==> config.mk <==
export PLATFORM = sky130hd
export DESIGN_NAME = pata_pio_seq
export DESIGN_NICKNAME = d
export VERILOG_FILES = /design/src/rtl/pata_pio_pkg.sv /design/src/rtl/pata_timing_clamp.sv /design/src/rtl/pata_cycle_ctrl.sv /design/src/rtl/pata_bus_drive.sv /design/src/rtl/pata_pio_seq.sv
export SDC_FILE = /design/constraint.sdc
export NUM_CORES = 1
export LEC_CHECK = 0
export BUFFER_PORTS_ARGS = -buffer_cell sky130_fd_sc_hd__clkbuf_2
export CAP_MARGIN = 0
export CORE_MARGIN = 5
export CORE_UTILIZATION = 44
export DETAILED_ROUTE_END_ITERATION = 7
export GPL_ROUTABILITY_DRIVEN = 0
export PLACE_DENSITY_LB_ADDON = 0.12
export SETUP_SLACK_MARGIN = 0.3
export SYNTH_ARGS = -nofsm -noshare
export SYNTH_HDL_FRONTEND = slang
export SYNTH_SLANG_ARGS = --single-unit
==> constraint.sdc <==
create_clock -name clk -period 14.6 [get_ports clk]
set_input_delay 2.19 -clock clk [delete_from_list [all_inputs] [get_ports clk]]
set_output_delay 2.19 -clock clk [all_outputs]
set_load 0.05 [all_outputs]
==> src/rtl/pata_pio_pkg.sv <==
package pata_pio_pkg;

   localparam int REG_IDX_W    = 3;
   localparam int BYTE_W       = 8;
   localparam int DATA_REG_IDX = 0;
   localparam int ALT_CTRL_IDX = 6;

   typedef enum logic [1:0] {
      SPACE_NONE = 2'b00,
      SPACE_TASK = 2'b01,
      SPACE_ALT  = 2'b10
   } space_e;

   function automatic logic is_wide_reg(input logic alt, input logic [REG_IDX_W-1:0] idx);
      return (!alt) && (idx == REG_IDX_W'(DATA_REG_IDX));
   endfunction

   function automatic int ns_to_clk(input int ns, input int period_ns);
      return (ns + period_ns - 1) / period_ns;
   endfunction

endpackage

==> src/rtl/pata_timing_clamp.sv <==
module pata_timing_clamp #(
   parameter int CNT_W        = 8,
   parameter int CYC_W        = CNT_W + 2,
   parameter int MIN_RECOVERY = 2
) (
   input  logic [CNT_W-1:0] setup_cnt,
   input  logic [CNT_W-1:0] pulse_cnt,
   input  logic [CNT_W-1:0] cycle_cnt,
   output logic [CYC_W-1:0] strobe_first,
   output logic [CYC_W-1:0] strobe_last,
   output logic [CYC_W-1:0] cycle_last
);

   localparam logic [CYC_W-1:0] ONE_C = CYC_W'(1);
   localparam logic [CYC_W-1:0] REC_C = CYC_W'(MIN_RECOVERY);

   generate
      if (CYC_W < CNT_W + 2) begin : g_bad_width
         $error("CYC_W must exceed CNT_W by at least two bits");
      end
      if (MIN_RECOVERY < 1) begin : g_bad_recovery
         $error("MIN_RECOVERY must be at least one clock");
      end
   endgenerate

   logic [CYC_W-1:0] s_eff;
   logic [CYC_W-1:0] p_eff;
   logic [CYC_W-1:0] active;
   logic [CYC_W-1:0] need;
   logic [CYC_W-1:0] c_req;
   logic [CYC_W-1:0] c_eff;

   always_comb begin
      s_eff  = CYC_W'(setup_cnt) + ONE_C;
      p_eff  = (pulse_cnt == '0) ? ONE_C : CYC_W'(pulse_cnt);
      active = s_eff + p_eff;
      need   = active + REC_C;
      c_req  = CYC_W'(cycle_cnt);
      c_eff  = (c_req < need) ? need : c_req;
      strobe_first = s_eff;
      strobe_last  = active - ONE_C;
      cycle_last   = c_eff - ONE_C;
   end

endmodule

==> src/rtl/pata_cycle_ctrl.sv <==
module pata_cycle_ctrl #(
   parameter int CYC_W = 10
) (
   input  logic             clk,
   input  logic             rst_n,
   input  logic             start,
   input  logic             ready,
   input  logic [CYC_W-1:0] strobe_first_in,
   input  logic [CYC_W-1:0] strobe_last_in,
   input  logic [CYC_W-1:0] cycle_last_in,
   output logic             accept,
   output logic             capture,
   output logic             cs_phase_d,
   output logic             strobe_phase_d,
   output logic             done
);

   localparam logic [CYC_W-1:0] ONE_C = CYC_W'(1);

   logic             busy;
   logic [CYC_W-1:0] k;
   logic [CYC_W-1:0] sf_q;
   logic [CYC_W-1:0] sl_q;
   logic [CYC_W-1:0] cl_q;

   logic             busy_n;
   logic [CYC_W-1:0] k_n;
   logic             done_n;
   logic             hold;
   logic [CYC_W-1:0] use_sf;
   logic [CYC_W-1:0] use_sl;
   logic [CYC_W-1:0] use_cl;

   always_comb begin
      accept  = start && !busy;
      hold    = busy && (k == sl_q) && !ready;
      capture = busy && (k == sl_q) && ready;
      use_sf  = accept ? strobe_first_in : sf_q;
      use_sl  = accept ? strobe_last_in  : sl_q;
      use_cl  = accept ? cycle_last_in   : cl_q;
      busy_n  = busy;
      k_n     = k;
      done_n  = 1'b0;
      if (accept) begin
         busy_n = 1'b1;
         k_n    = '0;
      end else if (busy) begin
         if (hold) begin
            k_n = k;
         end else if (k == cl_q) begin
            busy_n = 1'b0;
            k_n    = '0;
            done_n = 1'b1;
         end else begin
            k_n = k + ONE_C;
         end
      end
      cs_phase_d     = busy_n && (k_n != '0) && (k_n < use_cl);
      strobe_phase_d = busy_n && (k_n >= use_sf) && (k_n <= use_sl);
   end

   always_ff @(posedge clk or negedge rst_n) begin
      if (!rst_n) begin
         busy <= 1'b0;
         k    <= '0;
         sf_q <= ONE_C;
         sl_q <= ONE_C;
         cl_q <= CYC_W'(3);
         done <= 1'b0;
      end else begin
         busy <= busy_n;
         k    <= k_n;
         done <= done_n;
         if (accept) begin
            sf_q <= strobe_first_in;
            sl_q <= strobe_last_in;
            cl_q <= cycle_last_in;
         end
      end
   end

   AST_DONE_ONE_CLK: assert property (@(posedge clk) disable iff (!rst_n)
      done |=> !done);

   AST_SNAPSHOT_HELD: assert property (@(posedge clk) disable iff (!rst_n)
      (busy && $past(busy) && !$past(accept)) |-> ($stable(cl_q) && $stable(sl_q)));

   AST_DONE_ENDS_BUSY: assert property (@(posedge clk) disable iff (!rst_n)
      done |-> !busy || $past(accept));

endmodule

==> src/rtl/pata_bus_drive.sv <==
module pata_bus_drive
   import pata_pio_pkg::*;
#(
   parameter int DATA_W = 16
) (
   input  logic                 clk,
   input  logic                 rst_n,
   input  logic                 accept,
   input  logic                 capture,
   input  logic                 cs_phase_d,
   input  logic                 strobe_phase_d,
   input  logic                 req_alt,
   input  logic [REG_IDX_W-1:0] req_idx,
   input  logic                 req_write,
   input  logic [DATA_W-1:0]    req_wdata,
   input  logic [DATA_W-1:0]    cf_din,
   output logic [DATA_W-1:0]    rsp_rdata,
   output logic                 cf_cs0_n,
   output logic                 cf_cs1_n,
   output logic                 cf_rd_n,
   output logic                 cf_wr_n,
   output logic [REG_IDX_W-1:0] cf_addr,
   output logic [DATA_W-1:0]    cf_dout,
   output logic                 cf_doe
);

   localparam int HI_W = DATA_W - BYTE_W;

   space_e               space_q;
   logic [REG_IDX_W-1:0] idx_q;
   logic                 wr_q;
   logic                 wide_q;
   logic [DATA_W-1:0]    wdata_q;
   logic [DATA_W-1:0]    rd_lane;
   logic [DATA_W-1:0]    wr_lane;
   logic                 req_wide;

   always_comb begin
      req_wide = is_wide_reg(req_alt, req_idx);
      wr_lane  = req_wide ? req_wdata : {{HI_W{1'b0}}, req_wdata[BYTE_W-1:0]};
      rd_lane  = wide_q   ? cf_din    : {{HI_W{1'b0}}, cf_din[BYTE_W-1:0]};
   end

   always_ff @(posedge clk or negedge rst_n) begin
      if (!rst_n) begin
         space_q   <= SPACE_NONE;
         idx_q     <= '0;
         wr_q      <= 1'b0;
         wide_q    <= 1'b0;
         wdata_q   <= '0;
         rsp_rdata <= '0;
         cf_cs0_n  <= 1'b1;
         cf_cs1_n  <= 1'b1;
         cf_rd_n   <= 1'b1;
         cf_wr_n   <= 1'b1;
         cf_addr   <= '0;
         cf_dout   <= '0;
         cf_doe    <= 1'b0;
      end else begin
         if (accept) begin
            space_q <= req_alt ? SPACE_ALT : SPACE_TASK;
            idx_q   <= req_idx;
            wr_q    <= req_write;
            wide_q  <= req_wide;
            wdata_q <= wr_lane;
         end
         if (capture && !wr_q) begin
            rsp_rdata <= rd_lane;
         end
         cf_cs0_n <= !(cs_phase_d && (space_q == SPACE_TASK));
         cf_cs1_n <= !(cs_phase_d && (space_q == SPACE_ALT));
         cf_rd_n  <= !(strobe_phase_d && !wr_q);
         cf_wr_n  <= !(strobe_phase_d && wr_q);
         cf_addr  <= cs_phase_d ? idx_q : '0;
         cf_doe   <= cs_phase_d && wr_q;
         cf_dout  <= (cs_phase_d && wr_q) ? wdata_q : '0;
      end
   end

   AST_CS_EXCLUSIVE: assert property (@(posedge clk) disable iff (!rst_n)
      cf_cs0_n || cf_cs1_n);

   AST_STROBE_IN_CS: assert property (@(posedge clk) disable iff (!rst_n)
      (!cf_rd_n || !cf_wr_n) |-> (!cf_cs0_n || !cf_cs1_n));

   AST_ONE_STROBE: assert property (@(posedge clk) disable iff (!rst_n)
      cf_rd_n || cf_wr_n);

   AST_DRIVE_IN_CS: assert property (@(posedge clk) disable iff (!rst_n)
      cf_doe |-> (!cf_cs0_n || !cf_cs1_n));

   AST_ADDR_STABLE: assert property (@(posedge clk) disable iff (!rst_n)
      ((!cf_cs0_n || !cf_cs1_n) && $past(!cf_cs0_n || !cf_cs1_n)) |-> $stable(cf_addr));

   AST_RDATA_AT_RISE: assert property (@(posedge clk) disable iff (!rst_n)
      !$stable(rsp_rdata) |-> $rose(cf_rd_n));

endmodule

==> src/rtl/pata_pio_seq.sv <==
module pata_pio_seq
   import pata_pio_pkg::*;
#(
   parameter int CLK_PERIOD_NS = 8,
   parameter int CNT_W         = 8,
   parameter int DATA_W        = 16,
   parameter int MIN_RECOVERY  = 2,
   parameter int READY_SYNC    = 0
) (
   input  logic                 clk,
   input  logic                 rst_n,
   input  logic                 cfg_wr,
   input  logic [CNT_W-1:0]     cfg_setup,
   input  logic [CNT_W-1:0]     cfg_pulse,
   input  logic [CNT_W-1:0]     cfg_cycle,
   input  logic                 req_start,
   input  logic                 req_alt,
   input  logic [REG_IDX_W:1]   req_haddr,
   input  logic                 req_write,
   input  logic [DATA_W-1:0]    req_wdata,
   output logic [DATA_W-1:0]    rsp_rdata,
   output logic                 rsp_done,
   output logic                 cf_cs0_n,
   output logic                 cf_cs1_n,
   output logic                 cf_rd_n,
   output logic                 cf_wr_n,
   output logic [REG_IDX_W-1:0] cf_addr,
   output logic [DATA_W-1:0]    cf_dout,
   output logic                 cf_doe,
   input  logic [DATA_W-1:0]    cf_din,
   input  logic                 cf_ready
);

   localparam int CYC_W     = CNT_W + 2;
   localparam int RST_SETUP = ns_to_clk(70,  CLK_PERIOD_NS);
   localparam int RST_PULSE = ns_to_clk(290, CLK_PERIOD_NS);
   localparam int RST_CYCLE = ns_to_clk(600, CLK_PERIOD_NS);

   generate
      if (CLK_PERIOD_NS < 1) begin : g_bad_period
         $error("CLK_PERIOD_NS must be positive");
      end
      if (DATA_W <= BYTE_W) begin : g_bad_data
         $error("DATA_W must be wider than one byte lane");
      end
      if (RST_CYCLE >= (1 << CNT_W) || RST_PULSE >= (1 << CNT_W)) begin : g_bad_cnt
         $error("CNT_W too narrow for the reset timing at this clock period");
      end
      if (READY_SYNC < 0) begin : g_bad_sync
         $error("READY_SYNC must not be negative");
      end
   endgenerate

   logic [CNT_W-1:0] setup_q;
   logic [CNT_W-1:0] pulse_q;
   logic [CNT_W-1:0] cycle_q;

   always_ff @(posedge clk or negedge rst_n) begin
      if (!rst_n) begin
         setup_q <= CNT_W'(RST_SETUP);
         pulse_q <= CNT_W'(RST_PULSE);
         cycle_q <= CNT_W'(RST_CYCLE);
      end else if (cfg_wr) begin
         setup_q <= cfg_setup;
         pulse_q <= cfg_pulse;
         cycle_q <= cfg_cycle;
      end
   end

   logic ready_int;

   generate
      if (READY_SYNC == 0) begin : g_rdy_direct
         assign ready_int = cf_ready;
      end else begin : g_rdy_sync
         logic [READY_SYNC-1:0] sync_q;
         always_ff @(posedge clk or negedge rst_n) begin
            if (!rst_n) begin
               sync_q <= '1;
            end else begin
               sync_q <= (sync_q << 1) | READY_SYNC'(cf_ready);
            end
         end
         assign ready_int = sync_q[READY_SYNC-1];
      end
   endgenerate

   logic [CYC_W-1:0] strobe_first;
   logic [CYC_W-1:0] strobe_last;
   logic [CYC_W-1:0] cycle_last;
   logic             accept;
   logic             capture;
   logic             cs_phase_d;
   logic             strobe_phase_d;

   pata_timing_clamp #(
      .CNT_W        (CNT_W),
      .CYC_W        (CYC_W),
      .MIN_RECOVERY (MIN_RECOVERY)
   ) u_clamp (
      .setup_cnt    (setup_q),
      .pulse_cnt    (pulse_q),
      .cycle_cnt    (cycle_q),
      .strobe_first (strobe_first),
      .strobe_last  (strobe_last),
      .cycle_last   (cycle_last)
   );

   pata_cycle_ctrl #(
      .CYC_W (CYC_W)
   ) u_ctrl (
      .clk             (clk),
      .rst_n           (rst_n),
      .start           (req_start),
      .ready           (ready_int),
      .strobe_first_in (strobe_first),
      .strobe_last_in  (strobe_last),
      .cycle_last_in   (cycle_last),
      .accept          (accept),
      .capture         (capture),
      .cs_phase_d      (cs_phase_d),
      .strobe_phase_d  (strobe_phase_d),
      .done            (rsp_done)
   );

   pata_bus_drive #(
      .DATA_W (DATA_W)
   ) u_bus (
      .clk            (clk),
      .rst_n          (rst_n),
      .accept         (accept),
      .capture        (capture),
      .cs_phase_d     (cs_phase_d),
      .strobe_phase_d (strobe_phase_d),
      .req_alt        (req_alt),
      .req_idx        (req_haddr),
      .req_write      (req_write),
      .req_wdata      (req_wdata),
      .cf_din         (cf_din),
      .rsp_rdata      (rsp_rdata),
      .cf_cs0_n       (cf_cs0_n),
      .cf_cs1_n       (cf_cs1_n),
      .cf_rd_n        (cf_rd_n),
      .cf_wr_n        (cf_wr_n),
      .cf_addr        (cf_addr),
      .cf_dout        (cf_dout),
      .cf_doe         (cf_doe)
   );

   AST_STROBE_NEEDS_ACCEPT: assert property (@(posedge clk) disable iff (!rst_n)
      $fell(cf_cs0_n) || $fell(cf_cs1_n) |-> ($past(cf_cs0_n) && $past(cf_cs1_n)));

endmodule

After elaboration in Yosys (flattened, before gate mapping) --
Index checks and enable logic that the tools add are counted.
Word-level totals: output and inout port bits 41, word-level logic and storage cells 84, register bits 129, input port bits 66
Operators by class: equal/unequal tests 4, mux-type cells 22, order comparisons 4, reductions and logical operators 26, $add $sub $neg 6
Operators by type and width (number):
- $mux 10 | 8
- $mux 16 | 3
- $eq 10x10->1 | 2
- $sub 10x1->10 const B | 2
- $logic_and 1x1->1 | 15
- $add 10x1->10 const B | 1
- $add 10x10->10 | 1
- $add 10x2->10 const B | 1
- $ge 10x10->1 | 1
- $le 10x10->1 | 1
- $lt 10x10->1 | 1
- $lt 8x10->1 | 1
- $reduce_bool 10->1 | 1
- $add 8x1->9 const B | 1
- $logic_not 1->1 | 8
- $logic_not 8->1 | 1
- $mux 1 | 8
- $mux 8 | 1
- $logic_not 3->1 | 1
- $mux 3 | 1
- $eq 2x1->1 const B | 1
- $eq 2x2->1 const B | 1
- $mux 2 | 1

Logic depth before layout (Yosys ltp) --
Gate-level depths: netlist (run 1).
depth in word-level cells 12, depth in mapped cells 36, depth with buffers taken out 35

Modules after synthesis --
A second synthesis (run 1) with hierarchy kept.
Unflattened totals: cells, all modules 716, area total of the unflattened synthesis 7958.9 µm²
Modules (own cells, without submodules):
- pata_cycle_ctrl | seq. area each 1056.0 µm², area an instance 2910.3 µm², cells each 275, times used 1
- pata_bus_drive | seq. area each 1581.5 µm², area an instance 2347.3 µm², cells each 165, times used 1
- pata_timing_clamp | seq. area each 0.0 µm², area an instance 1692.9 µm², cells each 225, times used 1
- pata_pio_seq | seq. area each 611.8 µm², area an instance 1008.5 µm², cells each 51, times used 1

Worst setup path before layout (run 1) --
No wires, ideal clock.
kind reg-to-reg, start register setup_q[0], end register u_bus.cf_cs0_n, arrival 6833 ps, setup time 94 ps, stages on the path, launching flop included 35, slack 7673 ps, path through dfstp_2 ha_1 nand3_1 xor2_1 inv_1 ha_1 clkbuf_1 o211ai_1 a21oi_1 xor2_1 clkbuf_1 xnor2_1 ha_1 o21ai_0 nand2b_1 a21oi_1 or2_2 or4b_4 nor2_2 nor2_1 a21oi_1 ha_1 nand2_1 or3_1 and3_1 ha_1 a21o_1 a21o_1 a21o_1 a21o_1 a21o_1 a21o_1 nand2_1 nand4_1 or4b_1
Between the ends: cells in the longest elaborated chain, start to end 11
Ends and longest elaborated chain:
- start: declaration | RTL line pata_pio_seq.sv:54 | logic [CNT_W-1:0] setup_q;
- start signal: assignment | RTL line pata_pio_seq.sv:60 | setup_q <= CNT_W'(RST_SETUP);
- start signal: assignment | RTL line pata_pio_seq.sv:64 | setup_q <= cfg_setup;
- $add 8x1->9 (*) | RTL line pata_timing_clamp.sv:34 | s_eff = CYC_W'(setup_cnt) + ONE_C;
- $add 10x10->10 (*) | RTL line pata_timing_clamp.sv:36 | active = s_eff + p_eff;
- $add 10x2->10 (*) | RTL line pata_timing_clamp.sv:37 | need = active + REC_C;
- $lt 8x10->1 | RTL line pata_timing_clamp.sv:39 | c_eff = (c_req < need) ? need : c_req;
- $mux 10 (*) | RTL line pata_timing_clamp.sv:39
- $sub 10x1->10 (*) | RTL line pata_timing_clamp.sv:42 | cycle_last = c_eff - ONE_C;
- $mux 10 (*) | RTL line pata_cycle_ctrl.sv:40 | use_cl = accept ? cycle_last_in : cl_q;
- $lt 10x10->1 (*) | RTL line pata_cycle_ctrl.sv:58 | cs_phase_d = busy_n && (k_n != '0) && (k_n < use_cl);
- $logic_and 1x1->1 (*) | RTL line pata_cycle_ctrl.sv:58
- $logic_and 1x1->1 (*) | RTL line pata_bus_drive.sv:70 | cf_cs0_n <= !(cs_phase_d && (space_q == SPACE_TASK));
- $logic_not 1->1 (*) | RTL line pata_bus_drive.sv:70
- end signal: assignment | RTL line pata_bus_drive.sv:70
- end: declaration | RTL line pata_bus_drive.sv:18 | output logic cf_cs0_n,
Mark *: on every way between the ends. The rest lies on a longest branch, timed or not. A chain may end at the register's enable or synchronous reset.

Worst setup path after layout (run 1) --
start register pulse_q[4], end register u_bus.cf_dout[5]
Between the ends: cells in the longest elaborated chain, start to end 12
Ends and longest elaborated chain:
- start: declaration | RTL line pata_pio_seq.sv:55 | logic [CNT_W-1:0] pulse_q;
- start signal: assignment | RTL line pata_pio_seq.sv:61 | pulse_q <= CNT_W'(RST_PULSE);
- start signal: assignment | RTL line pata_pio_seq.sv:65 | pulse_q <= cfg_pulse;
- $logic_not 8->1 | RTL line pata_timing_clamp.sv:35 | p_eff = (pulse_cnt == '0) ? ONE_C : CYC_W'(pulse_cnt);
- $mux 8 (*) | RTL line pata_timing_clamp.sv:35
- $add 10x10->10 (*) | RTL line pata_timing_clamp.sv:36
- $add 10x2->10 (*) | RTL line pata_timing_clamp.sv:37
- $lt 8x10->1 | RTL line pata_timing_clamp.sv:39
- $mux 10 (*) | RTL line pata_timing_clamp.sv:39
- $sub 10x1->10 (*) | RTL line pata_timing_clamp.sv:42
- $mux 10 (*) | RTL line pata_cycle_ctrl.sv:40
- $lt 10x10->1 (*) | RTL line pata_cycle_ctrl.sv:58
- $logic_and 1x1->1 (*) | RTL line pata_cycle_ctrl.sv:58
- $logic_and 1x1->1 (*) | RTL line pata_bus_drive.sv:76 | cf_dout <= (cs_phase_d && wr_q) ? wdata_q : '0;
- $mux 16 (*) | RTL line pata_bus_drive.sv:76
- end signal: assignment | RTL line pata_bus_drive.sv:76
- end: declaration | RTL line pata_bus_drive.sv:23 | output logic [DATA_W-1:0] cf_dout,
Marked as above.

==> results of run 1 <==
## layout make-up
cell class	count	area [um^2]
timing repair buffer	110	563
inverter	34	128
sequential	129	3250
tap	220	275
multi-input combinational	583	3950
clock inverter	13	175
fill	1538	7860
clock buffer	19	443
## cell usage in the layout, fill, tap and decap left out, types with 6 or more instances in the layout
cell,count
clkbuf_16,17
o21a_1,16
nor4_1,7
and3_1,10
nor3_1,33
clkbuf_2,105
dfrtp_1,112
mux2_2,30
nor2_1,29
a21boi_0,6
nand2b_1,6
nor3b_1,10
xnor2_1,34
a21o_1,14
a21oi_1,14
nand4_1,12
o21ai_0,49
ha_1,50
nand2_1,134
a22o_1,8
nand3_1,23
xor2_1,28
dfstp_2,17
inv_1,34
## where the power goes
part           switching [mW]  total [mW]  leakage [nW]  internal [mW]
sequential             0.0912       0.559          1.63          0.468
combinational           0.521       0.846          2.30          0.325
clock                   0.173       0.449         0.301          0.277
## critical path: cells and delay by family, from the launching register on
family                   cells  cell delay [ns]
adder cells (fa/ha/maj)      5             1.36
AO/OA/AOI/OAI               10             2.80
XOR/XNOR                     2             1.03
buffers and inverters        1             0.06
flip-flops                   1             0.39
AND/OR/NAND/NOR             12             2.62
## worst min path at each step
| stage | from | to |
|---|---|---|
| detailed placement | u_bus.wdata_q[4] | u_bus.wdata_q[4] |
| finish | u_bus.idx_q[0] | u_bus.idx_q[0] |
| global placement | u_ctrl.sf_q[9] | u_ctrl.sf_q[9] |
| CTS | u_bus.wdata_q[4] | u_bus.wdata_q[4] |
| global route | u_bus.wdata_q[6] | u_bus.wdata_q[6] |
| floorplan | u_ctrl.sf_q[9] | u_ctrl.sf_q[9] |
## registers in the layout (all words and copies together) (netlist names), 2 cells and up
register	flops
cycle_q	8
pulse_q	8
setup_q	8
u_bus.cf_addr	3
u_bus.cf_dout	16
u_bus.idx_q	3
u_bus.rsp_rdata	16
u_bus.space_q	2
u_bus.wdata_q	16
u_ctrl.cl_q	10
u_ctrl.k	10
u_ctrl.sf_q	10
u_ctrl.sl_q	10
## metal layers
layer  global-route usage (%)  wire length [um]  part of all wire [%]  vias to the layer above
met4                     6.12               337                   1.8                        0
li1                         -                 -                     -                     2925
met2                     31.6              8850                    48                      169
met1                     25.3              8430                    45                     2915
met5                        0                 0                     0                        -
met3                     4.77               981                   5.3                       40
## kinds of logic after synthesis
logic type	Yosys count
AND/OR/NAND/NOR	292
buffers and inverters	78
multiplexers	32
adder cells (fa/ha/maj)	51
XOR/XNOR	63
AO/OA/AOI/OAI	145
flip-flops	129
## metrics by stage
stage	power, mW	hold WS [ns]	area [um^2]
finish	1.85	0.474	8790
CTS	1.86	0.477	8790
global placement	1.38	0.448	8170
detailed placement	1.40	0.462	8170
floorplan	1.18	0.433	7490
global route	1.99	0.502	8790
==> summary.md, run 1 <==
| Metric | Value |
|---|---|
| Status | complete, no violations |
| Worst-Skew Late Latency | 0.43 ns |
| Most used standard cell by instance count after synthesis | nand2_1 |
| Worst setup margin | 6.14 ns |
| Ant diodes | 0 |
| Post-synthesis adder-cell area fraction | 8.62% |
| Share of layout cells above drive strength 1 | 22.4% |
| Post_cts resized | 0 |
| Pwr per Cell Area | 211 nW/um^2 |
| CP required | 14.85 ns |
| Async S/R FF share, synth | 100% |
| Clk slew on worst S/H paths | 0.06 ns |
| Initial Utilization | 45.0% |
| Leak | 4.23 nW |
| Worst reg2reg setup slack | 6.14 ns |
| DRC | 0 |
| DR vias | 6049 |
| Final setup TNS | 0 ns |
| DR vias/cell | 5.46 |
| Synthesized flop and latch total | 129 |
| Minimum clock period | 8.46 ns |
| Grt total ovfl | 0 |
| Post-Syn Area | 7490 um^2 |
| Critical path's slowest cell | a31oi_2 |
| Setup crit end kind | register |
| Arr. time, crit path | 8.71 ns |
| Avg Inst Size Synth | 9.48 um^2 |
| TritonCTS Buffers | 17 |
| Critical path launch point | pulse_q[4] |
| Critical Path End | u_bus.cf_dout[5] |
| H-tree depth | 4 |
| Initial antenna violation count | 0 |
| Yosys synthesis warning count | 0 |
| Largest net degree at the start of global routing | 75 |
| Longest Clk Path Bufs | 2 |
| Ranking of synthesized cells by area | dfrtp_1 37%, ha_1 8.4%, nand2_1 6.7% |
| Worst slew margin | 20.5% |
| CTS Sinks | 129 |
| Worst r2r src | pulse_q[4] |
| DP Cell Count | 1076 |
| CTS tree | built |
| Worst Hold Depth | 2 |
| Worst Path Class, Setup | reg -> reg |
| DRT Pass-1 Iters | 5 |
| Tcrit/Tclk final | 58.0% |
| Max stage delay on crit path | 0.91 ns |
| Post-synthesis compound-gate area fraction | 13.0% |
| Yosys top cell by area | dfrtp_1 |
| Post-synthesis simple-gate area fraction | 18.8% |
| Worst Setup Start Kind | register |
| Fmax | 118 MHz |
| Post-DP HPWL | 13.7 mm |
| Mapped Cells | 790 |
| Min-delay worst type | reg -> reg |
| Die Height | 140 um |
| Mux share of post-synthesis cell area | 4.78% |
| Place WS | 6.30 ns |
| Sequential area share after synthesis | 43.4% |
| I/O pins | 107 |
| Clk root buf | clkbuf_16 |
| Largest family of logic cells by synthesized area | simple AND/OR/NAND/NOR gates |
| Reg2Reg Depth | 30 |
| Post-synth EDFFs | 0 |
| Layout Nets | 992 |
| Post-synthesis xor/xnor area fraction | 7.47% |
| IO Port Bufs | 106 |
| Max Cap Viol | 0 |
| Antenna Nets Post-Route | 0 |
| Final core utilization | 52.8% |
| Worst R2R End | u_bus.cf_dout[5] |
| Hold_buf cts | 0 |
| Routed len/inst | 16.8 um |
| Clock Skew | 0.00821 ns |
| Ys flop type | dfrtp_1 |
| Core box area | 16600 um^2 |
| DR iter-0 viols | 329 |
| Setup Buffers After CTS | 0 |
| Setup violators final | 0 |
| CP max FO | 22 |
| Syn Nets | 907 |
| Max VDD drop | 0.000108 V |
| Final hold violations | 0 |
| Critical Path Most Common Cell | ha_1 |
| Global-route usage over all layers | 19.3% |
| Max Slew Vio Count | 0 |
| DIE AREA | 19700 um^2 |
| First-pass GRT wire length | 30.7 mm |
| Yosys cell types | 64 |
| Row cnt | 47 |
| Tightest Pin Transition | 1.19 ns |
| Commonest cells in the netlist | 134 x nand2_1, 112 x dfrtp_1, 50 x ha_1 |
| Die X | 140 um |
| Post-route insts no fill | 1108 |
| DRT Wirelength | 18.6 mm |
| Vias in the first global route | 6037 |
| Top cell type's share of synthesized area | 37.4% |
| RSZ-0062 raised after global routing | no |
| Layout area overhead | 17.4% |
Power figures use the tool's default switching activity.
==> run 2: changes to the inputs <==
ABC_AREA = 1   (was unset)
clock period = 8.17 ns   (was 14.6 ns; I/O delays follow)
==> summary.md, run 2 <==
| Metric | Value |
|---|---|
| Post_cts resized | 0 (unchanged) |
| Minimum clock period | 6.54 ns (-1.92 ns) |
| Fillers | 1709 (+11%) |
| Worst-Skew Late Latency | 0.42 ns (about the same) |
| Syn Nets | 1098 (+21%) |
| Share of layout cells above drive strength 1 | 23.4% (+0.95 points) |
| Die Height | 143 um (+1.9%) |
| Seq pwr share | 35.0% (+4.8 points) |
| I/O pins | 107 (unchanged) |
| Pwr per Cell Area | 208 nW/um^2 (-1.5%) |
| Clk root buf | clkbuf_16 |
| IO Port Bufs | 106 (unchanged) |
| Status | complete, no violations |
| Worst slew margin | 41.0% (+20 points) |
| Die X | 143 um (+1.9%) |
| Arr. time, crit path | 6.88 ns (-1.83 ns) |
| DR iter-0 viols | 421 (+28%) |
| Clk pwr share | 41.4% (+17 points) |
| CTS Sinks | 129 (unchanged) |
| DRT Pass-1 Iters | 5 (unchanged) |
| Top flop regs | u_bus.cf_dout x16, u_bus.rsp_rdata x16, u_bus.wdata_q x16 |
| Register Area | 3250 um^2 (unchanged) |
| Yosys cell types | 50 (-22%) |
| Worst reg2reg setup slack | 1.63 ns (-4.51 ns) |
| H-tree depth | 4 (unchanged) |
| Worst r2r src | pulse_q[1] |
| Antenna Nets Post-Route | 0 (unchanged) |
| First-pass GRT wire length | 31.1 mm (+1.5%) |
| Commonest cells in the netlist | 244 x nand2_1, 163 x inv_1, 112 x dfrtp_1 |
| DR vias/cell | 4.82 (-12%) |
| Avg Inst Size Synth | 7.95 um^2 (-16%) |
| Switch share | 32.9% (-9.5 points) |
| Initial antenna violation count | 0 (unchanged) |
| Tcrit/Tclk final | 80.1% (+22 points) |
| Mapped Cells | 981 (+24%) |
| Max Slew Vio Count | 0 (unchanged) |
| Ranking of synthesized cells by area | dfrtp_1 36%, nand2_1 12%, ha_1 8.0% |
| Post-Syn Area | 7800 um^2 (+4.2%) |
| Layout Nets | 1200 (+21%) |
| Most used standard cell by instance count after synthesis | nand2_1 |
| CTS tree | built |
| Ant diodes | 0 (unchanged) |
| RSZ-0062 raised after global routing | no |
| Min-delay worst type | reg -> reg |
| TritonCTS Buffers | 17 (unchanged) |
| Design Area, Final | 9130 um^2 (+3.9%) |
| DRT Wirelength | 18.4 mm (-1.1%) |
| Max VDD drop | 0.000146 V (+35%) |
| Max Cap Viol | 0 (unchanged) |
| Post-DP HPWL | 13.9 mm (+1.8%) |
| Multi-input logic area | 3780 um^2 (-4.4%) |
| Max stage delay on crit path | 0.39 ns (-0.52 ns) |
| Yosys top cell by area | dfrtp_1 |
| Final setup TNS | 0 ns (unchanged) |
| Routed len/inst | 13.9 um (-17%) |
| Leak | 5.07 nW (+20%) |
| DRC | 0 (unchanged) |
| Longest Clk Path Bufs | 2 (unchanged) |
| Row cnt | 48 (+2.1%) |
| Commonest non-fill, non-tap cell in the layout | nand2_1 |
| Worst hold start | u_bus.wr_q |
| Post-DP Area | 8520 um^2 (+4.3%) |
| Async S/R FF share, synth | 100% (unchanged) |
| Layout area overhead | 17.0% |
| Setup crit end kind | register |
| Global-route usage over all layers | 19.1% (-0.19 points) |
| Post-synth EDFFs | 0 (unchanged) |
| Worst Setup Start Kind | register |
| Clk slew on worst S/H paths | 0.06 ns (about the same) |
| Largest net degree at the start of global routing | 76 (+1.3%) |
| CP max FO | 17 (-23%) |
| Initial Utilization | 44.9% (about the same) |
| Critical path launch point | pulse_q[1] |
| Tightest Pin Transition | 0.883 ns (-0.306 ns) |
| Logic pwr share | 23.6% (-22 points) |
| Critical Path Most Common Cell | nand2_1 |
| Worst Hold Slack | 0.437 ns (-0.0375 ns) |
| Critical path's slowest cell | fa_1 |
| Grt total ovfl | 0 (unchanged) |
| Worst Path Class, Setup | reg -> reg |
| Synthesized flop and latch total | 129 (unchanged) |
| Ys flop type | dfrtp_1 |
| Most frequent cells in the layout | 244 x nand2_1, 163 x inv_1, 112 x dfrtp_1 |
| Top cell type's share of synthesized area | 35.9% (-1.5 points) |
| Setup Buffers After CTS | 0 (unchanged) |
| Internal | 1.27 mW (+19%) |
| DIE AREA | 20500 um^2 (+3.9%) |
| DR vias | 6361 (+5.2%) |
| Fmax | 153 MHz (+29%) |
| Clock Skew | 0.0125 ns (+0.00429 ns) |
| Hold_buf cts | 0 (unchanged) |
| Sequential area share after synthesis | 41.7% (-1.8 points) |
| Yosys synthesis warning count | 0 (unchanged) |
| Vias in the first global route | 6271 (+3.9%) |
| Setup violators final | 0 (unchanged) |
| CP required | 8.51 ns (-6.34 ns) |
| Final hold violations | 0 (unchanged) |
| Sw Pwr | 0.623 mW (-21%) |
| Core box area | 17400 um^2 (+4.3%) |
run 2: cell count changes after synthesis, moves of 21 or more:
cell     before  now
inv_1        34  163
nand2_1     134  244
xnor2_1      34    4
nand3_1      23   49
nor2_1       29   54
nor3_1       33    8
nand2_2       0   21
run 2: layer usage:
layer | up-vias | track usage [%] | share of wire (%) | wire length, um
li1 | 3316 | - | - | -
met1 | 2859 | 26.2 | 47 | 8640
met2 | 158 | 30.8 | 46 | 8370
met3 | 28 | 3.55 | 5.6 | 1040
met4 | 0 | 6.15 | 1.9 | 345
met5 | - | 0 | 0 | 0
run 2: layout make-up:
type / instances / area share (%)
inverter: 173 / 7.13
multi-input combinational: 653 / 41.4
tap: 225 / 3.08
clock inverter: 14 / 1.84
sequential: 129 / 35.6
clock buffer: 18 / 4.81
timing repair buffer: 109 / 6.13
run 2: worst paths after layout:
| kind | endpoint | cells past startpoint |
|---|---|---|
| min in group asynchronous | u_bus.cf_dout[12] | 1 |
| worst max-delay path | u_bus.cf_dout[15] | 39 |
| worst min register to register | u_bus.cf_wr_n | 1 |
| worst max register to register | u_bus.cf_dout[15] | 39 |
| worst min-delay path | u_bus.cf_wr_n | 1 |
| max in group asynchronous | u_ctrl.sl_q[1] | 2 |
run 2: through the flow:
stage,utilization [%],power (mW),instances,setup slack (ns)
floorplan,-,1.03,981,2.79
global placement,49.1,1.12,1289,1.99
detailed placement,49.1,1.13,1289,1.65
CTS,52.6,1.92,1321,1.54
global route,52.6,2.02,1321,0.796
finish,52.6,1.90,1321,1.63
run 2: kinds of logic after synthesis:
kind of cell	share of synthesized area (%)
simple gates	26.8
buf+inv	9.90
flops	41.7
compound gates	9.30
fa+ha+maj	8.28
xor+xnor	1.91
mux	2.17
run 2: critical path, delay by kind of cell (launching register included):
| family | cells | cell delay (ns) |
|---|---|---|
| compound gates | 8 | 1.39 |
| xor+xnor | 1 | 0.31 |
| fa+ha+maj | 6 | 1.61 |
| buf+inv | 5 | 0.42 |
| flops | 1 | 0.38 |
| simple gates | 19 | 2.32 |
run 2: power by group through the flow:
stage	clock [mW]	combinational, mW	sequential, mW
floorplan	0	0.358	0.672
global placement	0	0.449	0.675
detailed placement	0	0.451	0.675
CTS	0.799	0.455	0.664
global route	0.836	0.515	0.665
finish	0.785	0.449	0.664
==> run 3: changes to the inputs <==
clock period = 6.6 ns   (was 8.17 ns; I/O delays follow)
==> summary.md, run 3 (synthesis gave the netlist of run 2 again) <==
| Metric | Value |
|---|---|
| CTS Sinks | 129 (unchanged) |
| Minimum clock period | 5.85 ns (-0.694 ns) |
| Global-route track usage on met3 | 4.69% (+1.1 points) |
| Clock Skew | 0.0124 ns (-0.0000594 ns) |
| Most frequent cells in the layout | 243 x nand2_1, 161 x inv_1, 112 x dfrtp_1 |
| Longest Clk Path Bufs | 2 (unchanged) |
| Worst Setup Start Kind | register |
| Sw Pwr | 0.775 mW (+24%) |
| Pwr per Cell Area | 260 nW/um^2 (+25%) |
| Worst slew margin | 36.8% (-4.2 points) |
| Post-DP Area | 8540 um^2 (+0.18%) |
| First-pass GRT wire length | 30.6 mm (-1.5%) |
| DRT Pass-1 Iters | 5 (unchanged) |
| Critical path's slowest cell | fa_1 |
| Status | complete, no violations |
| Ant diodes | 0 (unchanged) |
| RSZ-0062 raised after global routing | no |
| Worst-Skew Late Latency | 0.42 ns (about the same) |
| DRT Wirelength | 18.4 mm (+0.24%) |
| Max VDD drop | 0.000182 V (+25%) |
| DIE AREA | 20500 um^2 (unchanged) |
| Critical Path End | u_bus.cf_dout[4] |
| Worst r2r src | pulse_q[1] |
| Commonest non-fill, non-tap cell in the layout | nand2_1 |
| IO Port Bufs | 106 (unchanged) |
| I/O pins | 107 (unchanged) |
| Tot Pwr | 2.41 mW (+27%) |
| Tightest Pin Transition | 0.946 ns (+0.0626 ns) |
| DR vias | 6426 (+1.0%) |
| Vias in the first global route | 6136 (-2.2%) |
| Logic pwr share | 25.0% (+1.4 points) |
| DRC | 0 (unchanged) |
| Die Height | 143 um (unchanged) |
| Row cnt | 48 (unchanged) |
| Layout Nets | 1206 (+0.50%) |
| Arr. time, crit path | 6.20 ns (-0.68 ns) |
| Grt met1 use | 26.1% (-0.058 points) |
| CTS tree | built |
| Seq pwr share | 34.1% (-0.9 points) |
| Max Cap Viol | 0 (unchanged) |
| Clk root buf | clkbuf_16 |
| Clk slew on worst S/H paths | 0.06 ns (about the same) |
| Leak | 5.12 nW (+0.86%) |
| TritonCTS Buffers | 17 (unchanged) |
| Grt total ovfl | 0 (unchanged) |
| CP required | 6.95 ns (-1.56 ns) |
| DR vias/cell | 4.84 (+0.57%) |
| GRT busiest layer | met2 |
| Tcrit/Tclk final | 88.6% (+8.5 points) |
| Worst Path Class, Setup | reg -> reg |
| Initial antenna violation count | 0 (unchanged) |
| Worst setup margin | 0.754 ns (-0.876 ns) |
| Setup violators final | 0 (unchanged) |
| Antenna Nets Post-Route | 0 (unchanged) |
| Critical path launch point | pulse_q[1] |
| Design Area, Final | 9250 um^2 (+1.4%) |
| Largest net degree at the start of global routing | 75 (-1.3%) |
| Critical Path Most Common Cell | nand2_1 |
| Core box area | 17400 um^2 (unchanged) |
| Internal | 1.63 mW (+28%) |
| Post-DP HPWL | 14.0 mm (+0.69%) |
| Die X | 143 um (unchanged) |
| Final setup TNS | 0 ns (unchanged) |
| Worst R2R End | u_bus.cf_dout[4] |
| CP max FO | 17 (unchanged) |
| Routed len/inst | 13.9 um (-0.21%) |
| Min-delay worst type | reg -> reg |
| Reg2Reg Depth | 37 (-5.1%) |
| Worst reg2reg setup slack | 0.75 ns (-0.88 ns) |
| DR iter-0 viols | 377 (-10%) |
| Max Slew Vio Count | 0 (unchanged) |
| Max stage delay on crit path | 0.54 ns (+0.15 ns) |
| Setup crit end kind | register |
| Place WS | 0.446 ns (-1.21 ns) |
| Share of layout cells above drive strength 1 | 24.8% (+1.4 points) |
| Layout area overhead | 18.6% |
| Final hold violations | 0 (unchanged) |
| Fmax | 171 MHz (+12%) |
| Switch share | 32.2% (-0.65 points) |
| Met2 Track Usage GR | 29.6% (-1.2 points) |
| H-tree depth | 4 (unchanged) |
| Post-route insts no fill | 1327 (+0.45%) |
| Initial Utilization | 44.9% (unchanged) |
| Top flop regs | u_bus.cf_dout x16, u_bus.rsp_rdata x16, u_bus.wdata_q x16 |
| DP Cell Count | 1291 (+0.16%) |
| Global-route usage over all layers | 19.0% (-0.15 points) |
| Clk pwr share | 40.9% (-0.5 points) |
run 3: how the worst min path moves through the flow:
stage,end,start,slack (ns),cells after the start
3_3_place_gp,u_bus.cf_wr_n,u_bus.wr_q,0.43,1
6_report,u_bus.cf_wr_n,u_bus.wr_q,0.45,1
3_5_place_dp,u_bus.cf_cs0_n,u_bus.space_q[0],0.45,1
2_1_floorplan,u_bus.cf_wr_n,u_bus.wr_q,0.42,1
5_1_grt,u_bus.cf_wr_n,u_bus.wr_q,0.47,1
4_1_cts,u_bus.cf_cs0_n,u_bus.space_q[0],0.45,1
run 3: what timing repair did:
action	4_1_cts	5_1_grt
endpoints found under the setup margin	0	22
hold buffers	0	0
resized for setup	0	16
buffers inserted	0	3
run 3: through the flow:
stage / utilization [%] / hold slack (ns)
floorplan: - / 0.416
global placement: 49.2 / 0.432
detailed placement: 49.2 / 0.446
CTS: 52.7 / 0.452
global route: 53.3 / 0.469
finish: 53.3 / 0.448
run 3: layer usage:
layer	wire length (um)	vias to the layer above
met3	1080	39
met4	385	0
li1	-	3336
met5	0	-
met1	8670	2887
met2	8300	164
run 3: area by class of cell:
class,count,area [um^2]
fill,1668,8110
multi-input combinational,654,3850
sequential,129,3250
inverter,173,651
timing repair buffer,114,604
clock buffer,19,443
tap,225,282
clock inverter,13,175
run 3: power by group through the flow:
| stage | combinational (mW) | sequential, mW | clock [mW] |
|---|---|---|---|
| final | 0.602 | 0.822 | 0.984 |
| after floorplan | 0.443 | 0.832 | 0 |
| after CTS | 0.562 | 0.822 | 1.00 |
| after global routing | 0.677 | 0.824 | 1.05 |
| after detailed placement | 0.558 | 0.836 | 0 |
| after global placement | 0.554 | 0.836 | 0 |
run 3: critical path: cells and delay by family, from the launching register on:
family / cells / cell delay (ns)
flip-flops: 1 / 0.39
AND/OR/NAND/NOR: 17 / 1.57
adder cells (fa/ha/maj): 6 / 1.74
AO/OA/AOI/OAI: 8 / 1.30
XOR/XNOR: 1 / 0.21
buffers and inverters: 5 / 0.52
